File: src/rtl/dgd_pkg.sv
package dgd_pkg;

    typedef enum logic [1:0] {
        OP_READ  = 2'd0,
        OP_WRITE = 2'd1,
        OP_EVICT = 2'd2,
        OP_RSVD  = 2'd3
    } op_e;

    typedef enum logic [2:0] {
        K_NONE = 3'd0,
        K_FWD  = 3'd1,
        K_INV  = 3'd2,
        K_RVK  = 3'd3,
        K_MISS = 3'd4
    } kind_e;

    typedef enum logic [1:0] {
        B_I = 2'd0,
        B_S = 2'd1,
        B_E = 2'd2,
        B_M = 2'd3
    } bst_e;

    typedef enum logic [3:0] {
        A_NOP, A_MISS, A_ALLOC, A_REVOKE, A_FILL,
        A_FWD, A_SHARE, A_UPG, A_WINV, A_EVICT
    } act_e;

    typedef enum logic [1:0] {
        P_IDLE  = 2'd0,
        P_PROBE = 2'd1,
        P_WAIT  = 2'd2
    } phase_e;

endpackage

File: src/rtl/dgd_holders.sv
module dgd_holders #(
    parameter int NODES  = 16,
    parameter int BLOCKS = 16,
    localparam int NID_W = $clog2(NODES)
) (
    input  logic [BLOCKS-1:0]            blk_vld,
    input  logic [BLOCKS-1:0][NID_W-1:0] blk_id,
    output logic [NODES-1:0]             holders
);
    logic [BLOCKS-1:0][NODES-1:0] term;

    for (genvar g = 0; g < BLOCKS; g++) begin : g_term
        assign term[g] = blk_vld[g] ? (NODES'(1) << blk_id[g]) : '0;
    end

    always_comb begin
        holders = '0;
        for (int b = 0; b < BLOCKS; b++) begin
            holders = holders | term[b];
        end
    end
endmodule

File: src/rtl/dgd_decide.sv
module dgd_decide
    import dgd_pkg::*;
#(
    parameter int NODES  = 16,
    parameter int BLOCKS = 16,
    parameter int TAG_W  = 22,
    localparam int NID_W = $clog2(NODES),
    localparam int BIX_W = $clog2(BLOCKS)
) (
    input  logic                         ent_vld,
    input  logic [TAG_W-1:0]             ent_tag,
    input  logic                         reg_priv,
    input  logic [NID_W-1:0]             reg_owner,
    input  logic [NODES-1:0]             vec,
    input  logic [BLOCKS-1:0]            blk_vld,
    input  logic [BLOCKS-1:0][1:0]       blk_st,
    input  logic [BLOCKS-1:0][NID_W-1:0] blk_id,
    input  logic [NODES-1:0]             holders,
    input  op_e                          op,
    input  logic [NID_W-1:0]             node,
    input  logic [BIX_W-1:0]             blk,
    input  logic [TAG_W-1:0]             tag,
    output act_e                         act,
    output kind_e                        kind,
    output logic [NODES-1:0]             mask,
    output logic                         grant
);
    logic [NODES-1:0] req_oh;
    logic [NODES-1:0] hold_oh;
    logic [NID_W-1:0] h;
    bst_e             st;

    always_comb begin
        req_oh  = NODES'(1) << node;
        h       = blk_id[blk];
        st      = bst_e'(blk_st[blk]);
        hold_oh = NODES'(1) << h;
        act     = A_NOP;
        kind    = K_NONE;
        mask    = '0;
        grant   = 1'b0;
        if (op == OP_EVICT) begin
            if (ent_vld) begin
                act  = A_EVICT;
                kind = K_INV;
                mask = vec | holders;
            end
        end else if (op == OP_READ || op == OP_WRITE) begin
            if (!ent_vld) begin
                act   = A_ALLOC;
                grant = 1'b1;
            end else if (tag != ent_tag) begin
                act  = A_MISS;
                kind = K_MISS;
            end else if (reg_priv) begin
                if (reg_owner != node) begin
                    act  = A_REVOKE;
                    kind = K_RVK;
                    mask = NODES'(1) << reg_owner;
                end
            end else if (!blk_vld[blk] || st == B_I) begin
                act = A_FILL;
            end else if (op == OP_READ) begin
                if (h != node) begin
                    if (st == B_S) begin
                        act = A_SHARE;
                    end else begin
                        act  = A_FWD;
                        kind = K_FWD;
                        mask = hold_oh;
                    end
                end
            end else begin
                if (st == B_S) begin
                    act  = A_WINV;
                    kind = K_INV;
                    mask = (hold_oh | vec) & ~req_oh;
                end else if (h == node) begin
                    act = A_UPG;
                end else begin
                    act  = A_WINV;
                    kind = K_INV;
                    mask = hold_oh;
                end
            end
        end
    end
endmodule

File: src/rtl/dgd_entry.sv
module dgd_entry
    import dgd_pkg::*;
#(
    parameter int NODES  = 16,
    parameter int BLOCKS = 16,
    parameter int TAG_W  = 22,
    localparam int NID_W  = $clog2(NODES),
    localparam int BIX_W  = $clog2(BLOCKS),
    localparam int INFO_W = (NODES > BLOCKS) ? NODES : BLOCKS
) (
    input  logic              clk,
    input  logic              rst_n,
    input  logic              req_valid,
    output logic              req_ready,
    input  logic [1:0]        req_op,
    input  logic [NID_W-1:0]  req_node,
    input  logic [BIX_W-1:0]  req_blk,
    input  logic [TAG_W-1:0]  req_tag,
    output logic              probe_valid,
    input  logic              probe_ready,
    output logic [NODES-1:0]  probe_mask,
    output logic [2:0]        probe_kind,
    output logic              probe_grant,
    input  logic              unblk_valid,
    input  logic [INFO_W-1:0] unblk_info
);
    typedef struct packed {
        phase_e                      ph;
        op_e                         op;
        logic [NID_W-1:0]            node;
        logic [BIX_W-1:0]            blk;
        logic [TAG_W-1:0]            tag;
        logic                        ent_vld;
        logic [TAG_W-1:0]            ent_tag;
        logic                        priv;
        logic [NID_W-1:0]            owner;
        logic [NODES-1:0]            vec;
        logic [BLOCKS-1:0]           bvld;
        logic [BLOCKS-1:0][1:0]      bst;
        logic [BLOCKS-1:0][NID_W-1:0] bid;
    } ent_t;

    ent_t q, d;

    logic [NODES-1:0] holders;
    act_e             act;
    kind_e            kind;
    logic [NODES-1:0] mask;
    logic             grant;

    dgd_holders #(.NODES(NODES), .BLOCKS(BLOCKS)) holders_i (
        .blk_vld (q.bvld),
        .blk_id  (q.bid),
        .holders (holders)
    );

    dgd_decide #(.NODES(NODES), .BLOCKS(BLOCKS), .TAG_W(TAG_W)) decide_i (
        .ent_vld   (q.ent_vld),
        .ent_tag   (q.ent_tag),
        .reg_priv  (q.priv),
        .reg_owner (q.owner),
        .vec       (q.vec),
        .blk_vld   (q.bvld),
        .blk_st    (q.bst),
        .blk_id    (q.bid),
        .holders   (holders),
        .op        (q.op),
        .node      (q.node),
        .blk       (q.blk),
        .tag       (q.tag),
        .act       (act),
        .kind      (kind),
        .mask      (mask),
        .grant     (grant)
    );

    assign req_ready   = (q.ph == P_IDLE);
    assign probe_valid = (q.ph == P_PROBE);
    assign probe_mask  = probe_valid ? mask : '0;
    assign probe_kind  = probe_valid ? kind : K_NONE;
    assign probe_grant = probe_valid && grant;

    always_comb begin
        d = q;
        unique case (q.ph)
            P_IDLE: begin
                if (req_valid) begin
                    d.op   = op_e'(req_op);
                    d.node = req_node;
                    d.blk  = req_blk;
                    d.tag  = req_tag;
                    d.ph   = P_PROBE;
                end
            end
            P_PROBE: begin
                if (probe_ready) d.ph = P_WAIT;
            end
            P_WAIT: begin
                if (unblk_valid) begin
                    d.ph = (act == A_REVOKE) ? P_PROBE : P_IDLE;
                    unique case (act)
                        A_ALLOC: begin
                            d.ent_vld      = 1'b1;
                            d.ent_tag      = q.tag;
                            d.priv         = 1'b1;
                            d.owner        = q.node;
                            d.vec          = '0;
                            d.bvld         = '0;
                            d.bst          = '0;
                            d.bvld[q.blk]  = 1'b1;
                            d.bst[q.blk]   = (q.op == OP_WRITE) ? B_M : B_E;
                            d.bid[q.blk]   = q.node;
                        end
                        A_REVOKE: begin
                            d.priv = 1'b0;
                            for (int b = 0; b < BLOCKS; b++) begin
                                d.bvld[b] = unblk_info[b];
                                d.bst[b]  = unblk_info[b] ? B_M : B_I;
                                d.bid[b]  = q.owner;
                            end
                        end
                        A_FILL: begin
                            d.bvld[q.blk] = 1'b1;
                            d.bst[q.blk]  = (q.op == OP_WRITE) ? B_M : B_E;
                            d.bid[q.blk]  = q.node;
                        end
                        A_FWD: begin
                            d.bst[q.blk]  = B_S;
                            d.vec[q.node] = 1'b1;
                        end
                        A_SHARE: d.vec[q.node] = 1'b1;
                        A_UPG:   d.bst[q.blk]  = B_M;
                        A_WINV: begin
                            d.bid[q.blk] = q.node;
                            d.bst[q.blk] = B_M;
                            d.vec        = q.vec & ~(mask & ~unblk_info[NODES-1:0]);
                        end
                        A_EVICT: begin
                            d.ent_vld = 1'b0;
                            d.priv    = 1'b0;
                            d.vec     = '0;
                            d.bvld    = '0;
                            d.bst     = '0;
                        end
                        default: ;
                    endcase
                end
            end
            default: d.ph = P_IDLE;
        endcase
    end

    always_ff @(posedge clk or negedge rst_n) begin
        if (!rst_n) q <= '0;
        else        q <= d;
    end

    // an accepted request makes the entry busy and presents a beat next cycle
    a_r11_accept_busy: assert property (@(posedge clk) disable iff (!rst_n)
        req_valid && req_ready |=> !req_ready && probe_valid);

    // a pending probe beat holds its content until taken
    a_r11_probe_hold: assert property (@(posedge clk) disable iff (!rst_n)
        probe_valid && !probe_ready |=> probe_valid && $stable(probe_mask)
                                        && $stable(probe_kind) && $stable(probe_grant));

    // a write never probes its own requester
    a_r7_no_self_inv: assert property (@(posedge clk) disable iff (!rst_n)
        probe_valid && probe_kind == K_INV && q.op == OP_WRITE |-> !probe_mask[q.node]);

    // forwards and revocations target exactly one node
    a_r5_single_target: assert property (@(posedge clk) disable iff (!rst_n)
        probe_valid && (probe_kind == K_FWD || probe_kind == K_RVK)
        |-> $countones(probe_mask) == 1);

    // write completion can only remove region-vector bits
    a_r8_vec_no_gain: assert property (@(posedge clk) disable iff (!rst_n)
        q.ph == P_WAIT && unblk_valid && act == A_WINV
        |=> (q.vec & ~$past(q.vec)) == '0);

    // a private grant is only issued on an empty entry with no sharers
    a_r2_grant_empty: assert property (@(posedge clk) disable iff (!rst_n)
        probe_grant |-> !q.ent_vld && q.vec == '0 && probe_mask == '0);

    // a tag miss never carries targets
    a_r10_miss_quiet: assert property (@(posedge clk) disable iff (!rst_n)
        probe_valid && probe_kind == K_MISS |-> probe_mask == '0);

endmodule

File: config.mk
export PLATFORM = sky130hd
export DESIGN_NAME = dgd_entry
export DESIGN_NICKNAME = d
export VERILOG_FILES = /design/src/rtl/dgd_pkg.sv /design/src/rtl/dgd_holders.sv /design/src/rtl/dgd_decide.sv /design/src/rtl/dgd_entry.sv
export SDC_FILE = /design/constraint.sdc
export NUM_CORES = 1
export LEC_CHECK = 0
export CAP_MARGIN = 20
export CORE_MARGIN = 1.5
export CORE_UTILIZATION = 56
export DETAILED_ROUTE_END_ITERATION = 12
export PLACE_DENSITY_LB_ADDON = 0.05
export RECOVER_POWER = 50
export SLEW_MARGIN = 15
export SYNTH_ARGS = -nofsm -noshare
export SYNTH_HDL_FRONTEND = slang
export SYNTH_SLANG_ARGS = --single-unit
File: constraint.sdc
create_clock -name clk -period 3.2 [get_ports clk]
set_input_delay 0.48 -clock clk [delete_from_list [all_inputs] [get_ports clk]]
set_output_delay 0.48 -clock clk [all_outputs]
set_load 0.02 [all_outputs]
==> results of run 1 <==
==> logic make-up after synthesis <==
| kind of cell | count (synthesis) |
|---|---|
| buffers and inverters | 143 |
| multiplexers | 100 |
| AND/OR/NAND/NOR | 621 |
| AO/OA/AOI/OAI | 498 |
| flip-flops | 190 |
| XOR/XNOR | 30 |
==> through the flow <==
stage	util, %	area, sq um	instances	hold WS (ns)	setup TNS [ns]
CTS	82.14	19920	2284	0.04227	-85.00
detailed placement	70.91	17200	2187	0.5182	-79.19
global placement	70.91	17200	2187	0.5014	-65.83
floorplan	-	13860	1582	0.1844	-10.75
==> what timing repair did <==
action / 4_1_cts
resized for setup: 367
cloned: 16
endpoints found under the hold margin: 0
setup buffers: 56
endpoints found under the setup margin: 149
pin swaps: 105
==> per-layer routing <==
metal	global-route usage [%]	overflow
met2	93.64	100
met3	61.90	4
met1	82.83	1
met4	76.42	64
met5	26.14	1
==> run metrics, run 1 <==
outcome=aborted with a tool error; stage where the flow stopped=global routing (5_1_grt); first error in the log=[ERROR GRT-0116] Global routing finished with congestion. Check the congestion regions in the DRC Viewer.; Cell variety after synth=84; post-cts hold buffer count=0; flip-flop and latch count after synthesis=190; share of synthesized cell area in and, or, nand and nor gates=23.63%; cell type with the highest aggregate area in the netlist=dfrtp_1; total global routing overflow=170; ys flop type=dfrtp_1; CTS H-tree lvls=4; multiplexer area fraction after synthesis=9.685%; first-pass GRT wire length=approximately 150 mm; Synth Area in Compound Gates=25.90%; largest family of logic cells by synthesized area=compound AO/OA/AOI/OAI gates; post-synth net total=1635; Vert. Die Dim=160.0 microns; Top-Level Pins=75; sinks on the clock net=190; port buffer count=74; fraction of the mapped netlist area in adder cells=0%; number of enable flip-flop cells after synthesis=0; largest cells by area after synthesis=dfrtp_1 (34%), mux2_2 (4.7%), nand2_1 (4.0%); per-instance average area after synthesis=8.721 sq um; xor/xnor share of the synthesized area=under 10%; most numerous cell types in the synthesized netlist=dfrtp_1 (190), nand2_1 (148), nor2_1 (118); Yosys Warn Count=0; sequential-to-total area share from yosys stat=34.46%; die width=160.0 microns; via count of the first global-routing pass=21989; Post-Place Setup Slack=-0.7269 ns; fraction of post-synthesis cell area in the top cell type by area=34.46%; post-synthesis instance total=1582; post-DP HPWL=~52 mm; most common cell in the synthesized netlist=dfrtp_1; Clock Root Buffer=clkbuf_16; effective utilization at floorplan=56.90%; number of clock buffers inserted by TritonCTS=17; cell area after synthesis=13800 sq um; proportion of register bits with asynchronous set or reset after synthesis=100.0%; clock buffer depth=2; global-route usage over all layers=between 70% and 80%; pin count of the biggest net entering global routing=66; number of cell rows=57; Routability Congestion=between 1 and 1.5
==> run 2: changes to the inputs <==
Settings changed: CORE_UTILIZATION 56 to 40, PLACE_DENSITY_LB_ADDON 0.05 to 0.15.
Clock period 3.2 ns to 4.2 ns, I/O delays scaled along.
==> run 2 against run 1 <==
  * The flow now finishes, with violations (capacitance limit, slew limit)
  * Synthesized cell count stayed put
  * Area after synthesis stayed put
==> run metrics, run 2 <==
category of the worst setup path launch point=register; Fmax achieved=242.3 MHz; effective utilization at floorplan=40.84% (was 56.90%); cells along the critical path=clkbuf_4, mux2i_1, mux4_2, mux2i_4, xnor2_2, nand4_4, buf_4, or3_4, a31oi_4, a31o_2, and3_1, nor2_1, a221o_1; HP Class=register to register; ratio of total power to cell area=around 630 nW/um^2; worst endpoint required time=4.54 ns; routed wire length per instance=31.97 microns; reported leakage power=0.006951 uW; CTS tree=yes; final hold viol count=0; total net switching power=a little under 5000 uW; core footprint=33780 sq um; minimum setup slack among reg-to-reg paths=0.07 ns; number of max-slew violations in the final report=187; fraction of layout instances using a drive strength above 1=18.10%; total setup violations reported at the end of the flow=0; filler-free cell count of the finished design=2134; post-DP HPWL=52.40 mm (was 51.73 mm); kind of cell adding the most delay to the critical path=simple AND/OR/NAND/NOR gates; clock buffer depth=2 (unchanged); Routability Congestion=1.042 (was 1.162); port buffer count=74 (unchanged); pin count of the biggest net entering global routing=77; via count of the first global-routing pass=approximately 14000; ys flop type=dfrtp_1 (unchanged); category of the critical setup timing path=register to register; most frequent cells in the layout=dfrtp_1 (188), nand2_1 (148), buf_4 (124), nor2_1 (117), a21oi_1 (98); Clock Root Buffer=clkbuf_16 (unchanged); Top-Level Pins=75 (unchanged); proportion of power drawn by flip-flops and latches=a little under a third; flip-flop count of the largest register, all copies and words added=190; sinks on the clock net=190 (unchanged); Vert. Die Dim=188.7 microns (was 160.0 microns); most frequent standard cell in the layout excluding fill and tap cells=dfrtp_1; worst-skew pair later-pin latency=0.46 ns; flip-flop and latch count after synthesis=190 (unchanged); post-synth net total=1635 (unchanged); biggest fanout along the worst timing path=14; DRC Markers=0; outcome=finished, violations left (was aborted with a tool error); CP arrival=4.47 ns; Rel. slew slack=-86.58%; proportion of register bits with asynchronous set or reset after synthesis=100.0% (unchanged); Buffers & Inverters on Critical Path=2; registers with the most flip-flops=q: 190 flops; post-detailed-routing wire length=68.23 mm; number of max-cap violations=3; CTS H-tree lvls=4 (unchanged); area added between synthesis and finish=17.07%; cell area after layout=16150 sq um; first-pass GRT wire length=~99 mm; per-instance average area after synthesis=8.721 sq um (unchanged); DRC marker count from the first detailed-route iteration=about 2000; area enclosed by the die boundary=35620 sq um; unrepaired setup endpoints after global routing=true; peak ir drop on the vdd network=0.4068 mV; die width=188.7 microns (was 160.0 microns); area after detailed placement=15530 sq um (was 17200 sq um); vias post-DR=14808; worst-case clock skew=0.01492 ns; fraction of power consumed by the clock network=17.0%; global-route usage over all layers=38.30%; DR vias/cell=6.939; launch point of the worst reg-to-reg path=q[179]; number of antenna violations at the first check in global routing=0; Cell variety after synth=84 (unchanged); Crit. End Element=register; violated checks=capacitance limit, slew limit; Critical R2R Capture=q[15]; most numerous cell types in the synthesized netlist=dfrtp_1 (190), nand2_1 (148), nor2_1 (118) (unchanged); cell depth of the worst hold path=1; number of inserted filler cells in the final layout=3267; total power after layout=10130 uW; internal power summed over all cells=5314 uW; relative contribution of combinational cells to total power=51.9%; number of enable flip-flop cells after synthesis=0 (unchanged); Yosys Warn Count=0 (unchanged); largest stage delay on the critical path=0.50 ns; cell type with the highest aggregate area in the netlist=dfrtp_1 (unchanged); slowest cell on the critical path=mux4_2; register containing the most flip-flops in the final layout=q; number of cell rows=67 (was 57); Worst Reg-to-Reg Cells=13; post-cts hold buffer count=0 (unchanged); final antenna-violating net count=0; final net count=1725; DP Cell Count=2096 (was 2187); switching portion of total power=47.56%; slew at the pin closest to its max-slew limit=2.799 ns; crit share post-route=98.25%; endpoint of the worst hold-timing path=q[153]; largest cells by area after synthesis=dfrtp_1 (34%), mux2_2 (4.7%), nand2_1 (4.0%) (unchanged); Tmin final=4.127 ns; total global routing overflow=0; number of clock buffers inserted by TritonCTS=17 (unchanged); fraction of post-synthesis cell area in the top cell type by area=34.46% (unchanged); post-synthesis instance total=1582 (unchanged); cell area after synthesis=13800 sq um (unchanged); clock slew at reported path FFs=0.08 ns; sequential-to-total area share from yosys stat=34.46% (unchanged); first-pass iteration count of the detailed router=6; most common cell in the synthesized netlist=dfrtp_1 (unchanged); Hold Crit Start=q[153]
[run 2: cell counts after synthesis]
Identical to the previous run, type by type.
[run 2: timing repair]
item | CTS | global route
buffers inserted | 1 | 3
pin swaps | 0 | 1
endpoints found under the setup margin | 18 | 29
resized for setup | 30 | 46
[run 2: cell families after synthesis]
logic type	Yosys count	synth area share, %
compound gates	498	25.90
flops	190	34.46
buf+inv	143	4.362
mux	100	9.685
simple gates	621	23.63
xor+xnor	30	1.959
[run 2: layer usage]
layer	vias to the layer above	wire, microns	global-route usage, %
met2	1032	29620	57.40
met3	214	7184	8.624
met5	-	0	0
met1	7338	27280	51.22
li1	6224	-	-
met4	0	4144	20.88
[run 2: worst reg2reg max path: cells and delay by family, from the launching register on]
kind	cells	cell delay [ns]
buf+inv	2	0.39
mux	3	0.86
simple gates	4	1.11
xor+xnor	1	0.16
compound gates	3	1.02
flops	1	0.49
[run 2: final cells by class]
type	instances	area (sq um)	share of cell area (%)
Clock inverter	15	196.4	1.216
Timing Repair Buffer	204	1678	10.39
Multi-Input combinational cell	1249	8492	52.58
Antenna cell	1	2.502	0.01549
Clock buffer	17	425.4	2.634
Sequential cell	190	4760	29.47
Tap cell	448	560.5	3.470
Inverter	10	37.54	0.2324
[run 2: power groups by stage]
stage / Clock [uW] / Sequential (uW) / Combinational [uW]
6_report: 1720 / 3150 / 5260
5_1_grt: 1800 / 3210 / 5530
4_1_cts: 1740 / 3150 / 5010
3_5_place_dp: 0 / 3180 / 4980
3_3_place_gp: 0 / 3160 / 4970
2_1_floorplan: 0 / 2790 / 3320
[run 2: through the flow]
stage	TNS [ns]	hold slack [ns]	utilization, %	worst slack (ns)
4_1_cts	-0.01262	0.2214	47.84	-0.01262
5_1_grt	-0.01509	0.5339	47.80	-0.01509
2_1_floorplan	0	0.3344	-	0.6502
3_3_place_gp	0	0.5086	45.97	0.1568
3_5_place_dp	0	0.5152	45.97	0.1005
6_report	0	0.5299	47.81	0.07334
[run 2: worst max path at each step]
stage,start,end,slack (ns),depth (start not counted)
after floorplan,q[178],q[77],0.65,13
after global placement,q[178],q[81],0.16,15
after detailed placement,q[179],q[81],0.10,15
after CTS,q[179],probe_mask[6],-0.01,12
after global routing,q[180],probe_mask[6],-0.02,13
final,q[179],q[15],0.07,13
Note: power is estimated with default switching activity, not from simulation.
